`config.mk`:
```
export PLATFORM = sky130hd
export DESIGN_NAME = simd_lane_alu
export DESIGN_NICKNAME = d
export VERILOG_FILES = /design/src/rtl/simd_pkg.sv /design/src/rtl/simd_ctrl.sv /design/src/rtl/simd_lane.sv /design/src/rtl/simd_datapath.sv /design/src/rtl/simd_lane_alu.sv
export SDC_FILE = /design/constraint.sdc
export NUM_CORES = 2
export LEC_CHECK = 0
export BUFFER_PORTS_ARGS = -buffer_cell sky130_fd_sc_hd__buf_2
export CORE_MARGIN = 8
export CORE_UTILIZATION = 43
export DETAILED_ROUTE_END_ITERATION = 16
export SYNTH_ARGS = -nofsm -noshare
export SYNTH_HDL_FRONTEND = slang
export SYNTH_SLANG_ARGS = --single-unit
export TNS_END_PERCENT = 20
```
`constraint.sdc`:
```
create_clock -name clk -period 19.45 [get_ports clk]
set_clock_uncertainty 0.15 [all_clocks]
set_input_delay 2.9175 -clock clk [delete_from_list [all_inputs] [get_ports clk]]
set_output_delay 2.9175 -clock clk [all_outputs]
set_load 0.02 [all_outputs]
```
`src/rtl/simd_pkg.sv`:
```
package simd_pkg;

  typedef enum logic [3:0] {
    OP_ADD  = 4'd0,
    OP_SUB  = 4'd1,
    OP_ADDS = 4'd2,
    OP_SUBS = 4'd3,
    OP_MIN  = 4'd4,
    OP_MAX  = 4'd5,
    OP_SAD  = 4'd6,
    OP_PACK = 4'd7
  } simd_op_e;

  typedef enum logic [1:0] {
    EW_8   = 2'd0,
    EW_16  = 2'd1,
    EW_32  = 2'd2,
    EW_RSV = 2'd3
  } elem_w_e;

  typedef struct packed {
    logic       subtract;
    logic       saturate;
    logic       signedMode;
    logic       pickMin;
    logic       pickMax;
    logic       sadSel;
    logic       packSel;
    logic       zeroOut;
    logic [1:0] widthIdx;
  } simd_ctrl_t;

endpackage

```
`src/rtl/simd_ctrl.sv`:
```
module simd_ctrl
  import simd_pkg::*;
(
  input  logic [3:0] opCode,
  input  logic [1:0] widthSel,
  input  logic       isSigned,
  output simd_ctrl_t strobes
);

  always_comb begin
    strobes            = '0;
    strobes.signedMode = isSigned;
    strobes.widthIdx   = widthSel;
    case (opCode)
      OP_ADD:  ;
      OP_SUB:  strobes.subtract = 1'b1;
      OP_ADDS: strobes.saturate = 1'b1;
      OP_SUBS: begin
        strobes.saturate = 1'b1;
        strobes.subtract = 1'b1;
      end
      OP_MIN:  strobes.pickMin = 1'b1;
      OP_MAX:  strobes.pickMax = 1'b1;
      OP_SAD:  strobes.sadSel  = 1'b1;
      OP_PACK: strobes.packSel = 1'b1;
      default: strobes.zeroOut = 1'b1;
    endcase
    if (widthSel == EW_RSV) strobes.zeroOut = 1'b1;
  end

endmodule

```
`src/rtl/simd_lane.sv`:
```
module simd_lane #(
  parameter int LW = 8
) (
  input  logic [LW-1:0] a,
  input  logic [LW-1:0] b,
  input  logic          subtract,
  input  logic          saturate,
  input  logic          signedMode,
  input  logic          pickMin,
  input  logic          pickMax,
  output logic [LW-1:0] res
);

  localparam int MSB = LW - 1;

  logic [LW:0]   sumU;
  logic [LW:0]   diffU;
  logic [LW-1:0] arith;
  logic [LW-1:0] satVal;
  logic          overflow;
  logic          aLess;

  assign sumU  = {1'b0, a} + {1'b0, b};
  assign diffU = {1'b0, a} - {1'b0, b};
  assign arith = subtract ? diffU[LW-1:0] : sumU[LW-1:0];

  always_comb begin
    if (signedMode) begin
      if (subtract) overflow = (a[MSB] != b[MSB]) && (diffU[MSB] != a[MSB]);
      else          overflow = (a[MSB] == b[MSB]) && (sumU[MSB] != a[MSB]);
      satVal = a[MSB] ? {1'b1, {(LW-1){1'b0}}} : {1'b0, {(LW-1){1'b1}}};
      aLess  = (a[MSB] != b[MSB]) ? a[MSB] : diffU[LW];
    end else begin
      overflow = subtract ? diffU[LW] : sumU[LW];
      satVal   = subtract ? '0 : '1;
      aLess    = diffU[LW];
    end
  end

  always_comb begin
    if (pickMin)                  res = aLess ? a : b;
    else if (pickMax)             res = aLess ? b : a;
    else if (saturate && overflow) res = satVal;
    else                          res = arith;
  end

endmodule

```
`src/rtl/simd_datapath.sv`:
```
module simd_datapath
  import simd_pkg::*;
#(
  parameter int DATA_W = 64
) (
  input  logic              clk,
  input  logic              rst,
  input  logic              inValid,
  input  logic [DATA_W-1:0] opA,
  input  logic [DATA_W-1:0] opB,
  input  simd_ctrl_t        strobes,
  output logic              outValid,
  output logic [DATA_W-1:0] result
);

  localparam int NBYTES = DATA_W / 8;
  localparam int NHALF  = DATA_W / 16;
  localparam int SAD_W  = 8 + $clog2(NBYTES) + 1;

  logic [DATA_W-1:0] widthRes [3];
  logic [DATA_W-1:0] packWord;
  logic [SAD_W-1:0]  sadAcc;
  logic [7:0]        byteA, byteB, absDiff;
  logic [DATA_W-1:0] nextRes;

  for (genvar gw = 0; gw < 3; gw++) begin : g_width
    localparam int LW = 8 << gw;
    localparam int NL = DATA_W / LW;
    for (genvar ln = 0; ln < NL; ln++) begin : g_lane
      simd_lane #(.LW(LW)) u_lane (
        .a          (opA[ln*LW +: LW]),
        .b          (opB[ln*LW +: LW]),
        .subtract   (strobes.subtract),
        .saturate   (strobes.saturate),
        .signedMode (strobes.signedMode),
        .pickMin    (strobes.pickMin),
        .pickMax    (strobes.pickMax),
        .res        (widthRes[gw][ln*LW +: LW])
      );
    end
  end

  always_comb begin
    sadAcc  = '0;
    byteA   = '0;
    byteB   = '0;
    absDiff = '0;
    for (int i = 0; i < NBYTES; i++) begin
      byteA   = opA[i*8 +: 8];
      byteB   = opB[i*8 +: 8];
      absDiff = (byteA > byteB) ? (byteA - byteB) : (byteB - byteA);
      sadAcc  = sadAcc + {{(SAD_W-8){1'b0}}, absDiff};
    end
  end

  function automatic logic [7:0] clampByte(input logic [15:0] v);
    if (!v[15] && (|v[14:7]))      clampByte = 8'h7F;
    else if (v[15] && !(&v[14:7])) clampByte = 8'h80;
    else                           clampByte = v[7:0];
  endfunction

  for (genvar h = 0; h < NHALF; h++) begin : g_pack
    assign packWord[h*8 +: 8]         = clampByte(opA[h*16 +: 16]);
    assign packWord[(NHALF+h)*8 +: 8] = clampByte(opB[h*16 +: 16]);
  end

  always_comb begin
    if (strobes.zeroOut)     nextRes = '0;
    else if (strobes.sadSel) nextRes = {{(DATA_W-SAD_W){1'b0}}, sadAcc};
    else if (strobes.packSel) nextRes = packWord;
    else begin
      case (strobes.widthIdx)
        EW_8:    nextRes = widthRes[0];
        EW_16:   nextRes = widthRes[1];
        EW_32:   nextRes = widthRes[2];
        default: nextRes = '0;
      endcase
    end
  end

  always_ff @(posedge clk) begin
    if (rst) begin
      outValid <= 1'b0;
      result   <= '0;
    end else begin
      outValid <= inValid;
      if (inValid) result <= nextRes;
    end
  end

endmodule

```
`src/rtl/simd_lane_alu.sv`:
```
module simd_lane_alu
  import simd_pkg::*;
#(
  parameter int DATA_W = 64
) (
  input  logic              clk,
  input  logic              rst,
  input  logic              inValid,
  input  logic [DATA_W-1:0] opA,
  input  logic [DATA_W-1:0] opB,
  input  logic [1:0]        widthSel,
  input  logic [3:0]        opCode,
  input  logic              isSigned,
  output logic              outValid,
  output logic [DATA_W-1:0] result
);

  simd_ctrl_t strobes;

  simd_ctrl u_ctrl (
    .opCode   (opCode),
    .widthSel (widthSel),
    .isSigned (isSigned),
    .strobes  (strobes)
  );

  simd_datapath #(.DATA_W(DATA_W)) u_dp (
    .clk      (clk),
    .rst      (rst),
    .inValid  (inValid),
    .opA      (opA),
    .opB      (opB),
    .strobes  (strobes),
    .outValid (outValid),
    .result   (result)
  );

endmodule

```
# Word level (Yosys, flattened, before mapping)

Cells that the tools add are included.

Flip-flop bits (word level): 65
Bits in latches: 0
Bits in writable memories: 0
Bits in read-only memories: 0
Input port bits: 138
Output and inout bits: 65
Word-level logic and storage cells: 431
Memories: 0

Add/sub/neg operators: 51
Multipliers: 0
Div/mod/pow operators: 0
$lt $le $gt $ge: 8
Equal/unequal tests: 54
Shift-type cells: 0
Multiplexer cells: 221
Bitwise operators: 0
Reduce and logical (&&, ||, !) cells: 95

Operator list:

| kind               | number |
|---|---|
| $mux 8             | 89 |
| $mux 32            | 17 |
| $mux 16            | 33 |
| $mux 64            | 3 |
| $pmux 64 s3        | 1 |
| $sub 8x8->8        | 16 |
| $add 8x8->9        | 9 |
| $mux 1             | 78 |
| $add 12x8->12      | 6 |
| $reduce_or 8->1    | 9 |
| $sub 8x8->9        | 8 |
| $add 16x16->17     | 4 |
| $sub 16x16->17     | 4 |
| $add 32x32->33     | 2 |
| $sub 32x32->33     | 2 |
| $gt 8x8->1         | 8 |
| $reduce_and 8->1   | 8 |
| $logic_and 1x1->1  | 58 |
| $ne 1x1->1         | 36 |
| $eq 4x3->1 const B | 4 |
| $logic_not 1->1    | 16 |
| $eq 1x1->1         | 8 |
| $eq 4x2->1 const B | 2 |
| $eq 2x2->1 const B | 2 |
| other kinds (5)    | 6 |

# Logic depth before layout (Yosys ltp)

Word-level depth: 13
Gate-level depth with buffers: 35
Gate-level depth less buffers: 33

# By module

From an unflattened synthesis, not the netlist that was laid out.

Cell total of the unflattened synthesis: 5425
Area total of the unflattened synthesis: 38379.3 um^2

Modules (own cells, without submodules):

| module                                           | times used | cells each | area an instance (um^2) | sequential area each (um^2) |
|---|---|---|---|---|
| simd_datapath                                    | 1          | 1508       | 11422.2                 | 1301.2 |
| simd_lane (u_dp.g_width[2].g_lane[0].u_lane ...) | 2          | 701        | 4595.7                  | 0.0 |
| simd_lane (u_dp.g_width[1].g_lane[0].u_lane ...) | 4          | 297        | 2115.8                  | 0.0 |
| simd_lane (u_dp.g_width[0].g_lane[0].u_lane ...) | 5          | 168        | 1173.6                  | 0.0 |
| simd_lane (u_dp.g_width[0].g_lane[5].u_lane ...) | 3          | 159        | 1114.8                  | 0.0 |
| simd_ctrl                                        | 1          | 10         | 90.1                    | 0.0 |

# Least setup slack after synthesis

OpenSTA, ideal clock, no wires.

Path kind: in2reg
Start: in opA[3]
End: reg u_dp.result[10]
Library setup time: 0.129 ns
Data arrival time: 9.922 ns
Data required time: 19.171 ns
Slack: 9.248 ns
Stages on the path: 34
Buffers on the path: 2
Cells stage by stage: inv_1 > ha_1 > clkbuf_1 > a21o_1 > a21oi_1 > nand2_1 > a31oi_1 > nor2b_1 > o22a_1 > clkbuf_1 > mux2_2 > ha_1 > a21o_1 > a21oi_1 > o21ai_0 > a21oi_1 > o21bai_1 > a21oi_1 > xor2_1 > fa_1 > fa_1 > inv_1 > fa_1 > inv_1 > fa_1 > inv_1 > ha_1 > a21oi_1 > o21ai_0 > a21o_1 > a21oi_1 > xnor2_1 > a221oi_1 > a31oi_1

Longest elaborated chain between the ends: 13
Elaborated cells between the ends (all ways): 51
Classes of those cells: add/sub: 13; order compare: 1; eq/ne: 4; mux: 27; reduce/logical: 6

RTL lines:

| what                                                                   | RTL line            | source |
|---|---|---|
| from (decl)                                                            | simd_lane_alu.sv:9  | `input logic [DATA_W-1:0] opA,` |
| parallel branches: the longest is 11 deep, another holds $add 12x8->12 | --                  |  |
| $mux 64 *                                                              | simd_datapath.sv:69 | `else if (strobes.sadSel) nextRes = {{(DATA_W-SAD_W){1'b0}}, sadAcc};` |
| $mux 64 *                                                              | simd_datapath.sv:68 | `if (strobes.zeroOut) nextRes = '0;` |
| to (signal assigned)                                                   | simd_datapath.sv:87 | `if (inValid) result <= nextRes;` |
| to (decl)                                                              | simd_datapath.sv:13 | `output logic [DATA_W-1:0] result` |

Every way passes the cells marked *.
A chain may end at the register's enable or synchronous reset.

# Final worst setup path

Start: in opA[13]
End: reg u_dp.result[11]

Longest elaborated chain between the ends: 13
Elaborated cells between the ends (all ways): 66
Classes of those cells: add/sub: 15; order compare: 1; eq/ne: 6; mux: 35; reduce/logical: 9

RTL lines:

| what                                                                   | RTL line |
|---|---|
| parallel branches: the longest is 11 deep, another holds $add 12x8->12 | -- |
| $mux 64 *                                                              | simd_datapath.sv:69 |
| $mux 64 *                                                              | simd_datapath.sv:68 |

Marked as above.

==> results.json <==
{
  "run_status": "complete, no violations",
  "drc_errors": 0,
  "timing.critical_path.to_type": "register",
  "synth_mux_area_share_pct": 5.51,
  "minimum_clock_period_ns": 11.06,
  "layout.cells.most_common": "a21oi_1",
  "cts_max_path_buffers": 2,
  "growth_of_design_area_from_synthesis_to_finish_pct": 7.43,
  "final.setup.tns_ns": 0,
  "dominantRegCellSynth": "dfxtp_1",
  "post_cts.repair.setup_buffers": 0,
  "synthCells": 3954,
  "finalHoldViolations": 0,
  "critPathArrivalTime_ns": 11.17,
  "criticalPathCategory": "primary input to register",
  "fp.dieArea_um2": 68400,
  "worst_slew_pin_slew_ns": 1.30,
  "period_share_pct": 56.8,
  "syn-mean-instance-area_um2": 6.55,
  "vias": 33679,
  "yosysUniqueCellTypes": 92,
  "reported_max_cap_violation_count": 0,
  "maxSlewViolCount": 0,
  "complex_gate_fraction_of_the_synthesized_area_pct": 38.1,
  "synth_nets": 4368,
  "unrepaired_setup_endpoints_after_global_routing": "false",
  "clock-root-buffer": "clkbuf_16",
  "top_area_cell_type_share_of_the_netlist_area_pct": 10.3,
  "global_route_wire_length_before_repair_um": 209000,
  "cts_buffers": 9,
  "first_global_vias": 30422,
  "detailedRoute.firstIterationViolations": 5369,
  "worst-path-max-fanout": 19,
  "placementRows": 90,
  "final.setup.worst_slack_ns": 8.39,
  "required_time_worst_endpoint_ns": 19.56,
  "globalRouteOverflowTotal": 0,
  "final.hold.worst_slack_ns": 0.345,
  "worst_setup_path_start_kind": "primary input",
  "core_area_um2": 60000,
  "floorplan.die.height_um": 261,
  "critical_path.max_stage_delay_ns": 0.75,
  "crit_path_most_repeated_cell": "inv_1",
  "hold_path_depth": 2,
  "class_of_the_tightest_hold_or_removal_check": "register to register",
  "count_of_input_and_output_buffers": 202,
  "initial_core_util_pct": 43.2,
  "post_cts_resize_count": 0,
  "design.portCount": 203,
  "routed_wire_length_per_instance_um": 30.7,
  "maximum_clock_frequency_mhz": 90.5,
  "synth_area_leaders": "ha_1, a21oi_1, o21ai_0",
  "synth_xor_area_share_pct": 6.35,
  "synth_seq_area_share_pct": 5.02,
  "tritoncts_num_sinks": 65,
  "final_cell_mix": "a21oi_1, nand2_1, nor2_1, o21ai_0, inv_1",
  "cts_hold_repair.buffers": 0,
  "crit_slowest_cell": "ha_1",
  "vias_per_cell": 7.06,
  "yosys_warnings": 0,
  "source_to_sink_clock_delay_at_the_later_pin_of_the_worst_skew_pair_ns": 0.38,
  "maximum_number_of_pins_on_one_net_before_global_route_repair": 133,
  "totalWireLength_um": 146000,
  "final_number_of_setup_violating_endpoints": 0,
  "max-slew-margin-rel_pct": 13.3,
  "clk_pin_slew_ns": 0.07,
  "yosys.area_share.adder_pct": 15.2,
  "synth_seq_cells": 65,
  "netlist.top_cell.by_area": "ha_1",
  "grt_antenna_before_repair": 4,
  "cts_tree": "yes",
  "synth_simple_gate_area_share_pct": 21.9,
  "worstRegToRegCells": 3,
  "power.static_leakage_uw": 0.0119,
  "filler_cell_count": 6495,
  "final_net_count": 4391,
  "dominant_combinational_cell_family_by_area_after_synthesis": "compound AO/OA/AOI/OAI gates",
  "dieWidth_um": 261,
  "dp_hpwl_um": 113000,
  "place_congestion": 1.06,
  "drt_pre_antenna_iters": 9,
  "max-vdd-ir-drop_mv": 0.275,
  "dp_worst_setup_slack_ns": 8.00,
  "pwr_density_cell_nw_per_um2": 103,
  "final_layout_size_suffix_gt1_share_pct": 9.62,
  "syn-cell-area_um2": 25900,
  "number_of_h_tree_levels": 3,
  "synth_async_sr_flop_share_pct": 0,
  "postRouteAntennaNets": 0,
  "synth_edf_count": 0,
  "grt.total_usage_pct": 40.7
}
==> cell usage after synthesis (all sizes together) (15+ instances only) <==
library cell,n
nor4,42
o21ai,333
nor2b,57
nor3b,15
nor3,78
o21bai,32
clkbuf,196
nand3,79
fa,63
o31ai,39
a31oi,62
and3,20
or2,17
a22oi,18
a21oi,480
a221o,17
or3,23
nand2,393
xor2,32
a211oi,69
nand2b,38
o22ai,17
a221oi,55
ha,213
o221ai,23
inv,256
a311oi,24
dfxtp,65
mux2i,128
xnor2,155
o21a,27
nand4,57
a21o,85
o311ai,18
buf,70
and2,20
o211ai,88
o31a,17
nor2,353
==> flip-flops by register name, indices dropped and copies added (netlist names) <==
signal and flops:
u_dp.result 64, u_dp.outValid 1
==> power by group <==
part | total (µW) | switching, µW | internal [µW]
clock network | 176 | 88.3 | 87.4
registers | 149 | 8.56 | 140
logic | 2550 | 1590 | 966
total | 2880 | 1680 | 1190
==> layer usage <==
metal  vias up  global-route usage [%]  part of all wire, %
met5         -                       0                0.011
li1      14539                       -                    -
met2      2774                    57.8                   40
met3       570                    12.2                   14
met4         2                    22.2                  6.9
met1     15794                    54.3                   39
==> per-stage QoR <==
step	cells	total power, µW	instance area, µm²	util [%]
final	4769	2880	27800	46.4
after global routing	4764	3130	27800	46.4
after CTS	4764	2790	27800	46.4
after detailed placement	4748	2610	27500	45.9
after global placement	4748	2600	27500	45.9
after floorplan	3954	1940	25900	-
==> critical path, delay by kind of cell <==
family	cells	cell delay (ns)
buf+inv	6	0.48
xor+xnor	1	0.31
simple gates	4	1.05
fa+ha+maj	7	3.44
compound gates	13	2.49
mux	1	0.44
==> cell type report <==
cell class / instances / area [µm²] / area share (%)
antenna: 5 / 12.5 / 0.0449
clock buffer: 9 / 225 / 0.809
clock inverter: 7 / 53.8 / 0.193
inverter: 264 / 991 / 3.56
multi-input combinational: 3359 / 22700 / 81.4
sequential: 65 / 1300 / 4.67
tap: 782 / 978 / 3.52
timing repair buffer: 278 / 1610 / 5.77
==> final timing paths <==
path,slack (ns),from,endpoint
setup / recovery,8.39,opA[13],u_dp.result[11]
setup reg to reg,17.79,u_dp.result[14],u_dp.result[14]
hold / removal,0.34,u_dp.result[59],u_dp.result[59]
hold reg to reg,0.34,u_dp.result[59],u_dp.result[59]
==> kinds of logic (layout without fill, tap and decap cells) <==
logic type,count (synthesis),in the layout
AO/OA/AOI/OAI,1533,1533
AND/OR/NAND/NOR,1222,1222
buffers and inverters,530,558
adder cells (fa/ha/maj),276,276
XOR/XNOR,187,187
multiplexers,141,141
flip-flops,65,65
other,0,5
No activity file was read; power rests on OpenSTA's default activity.
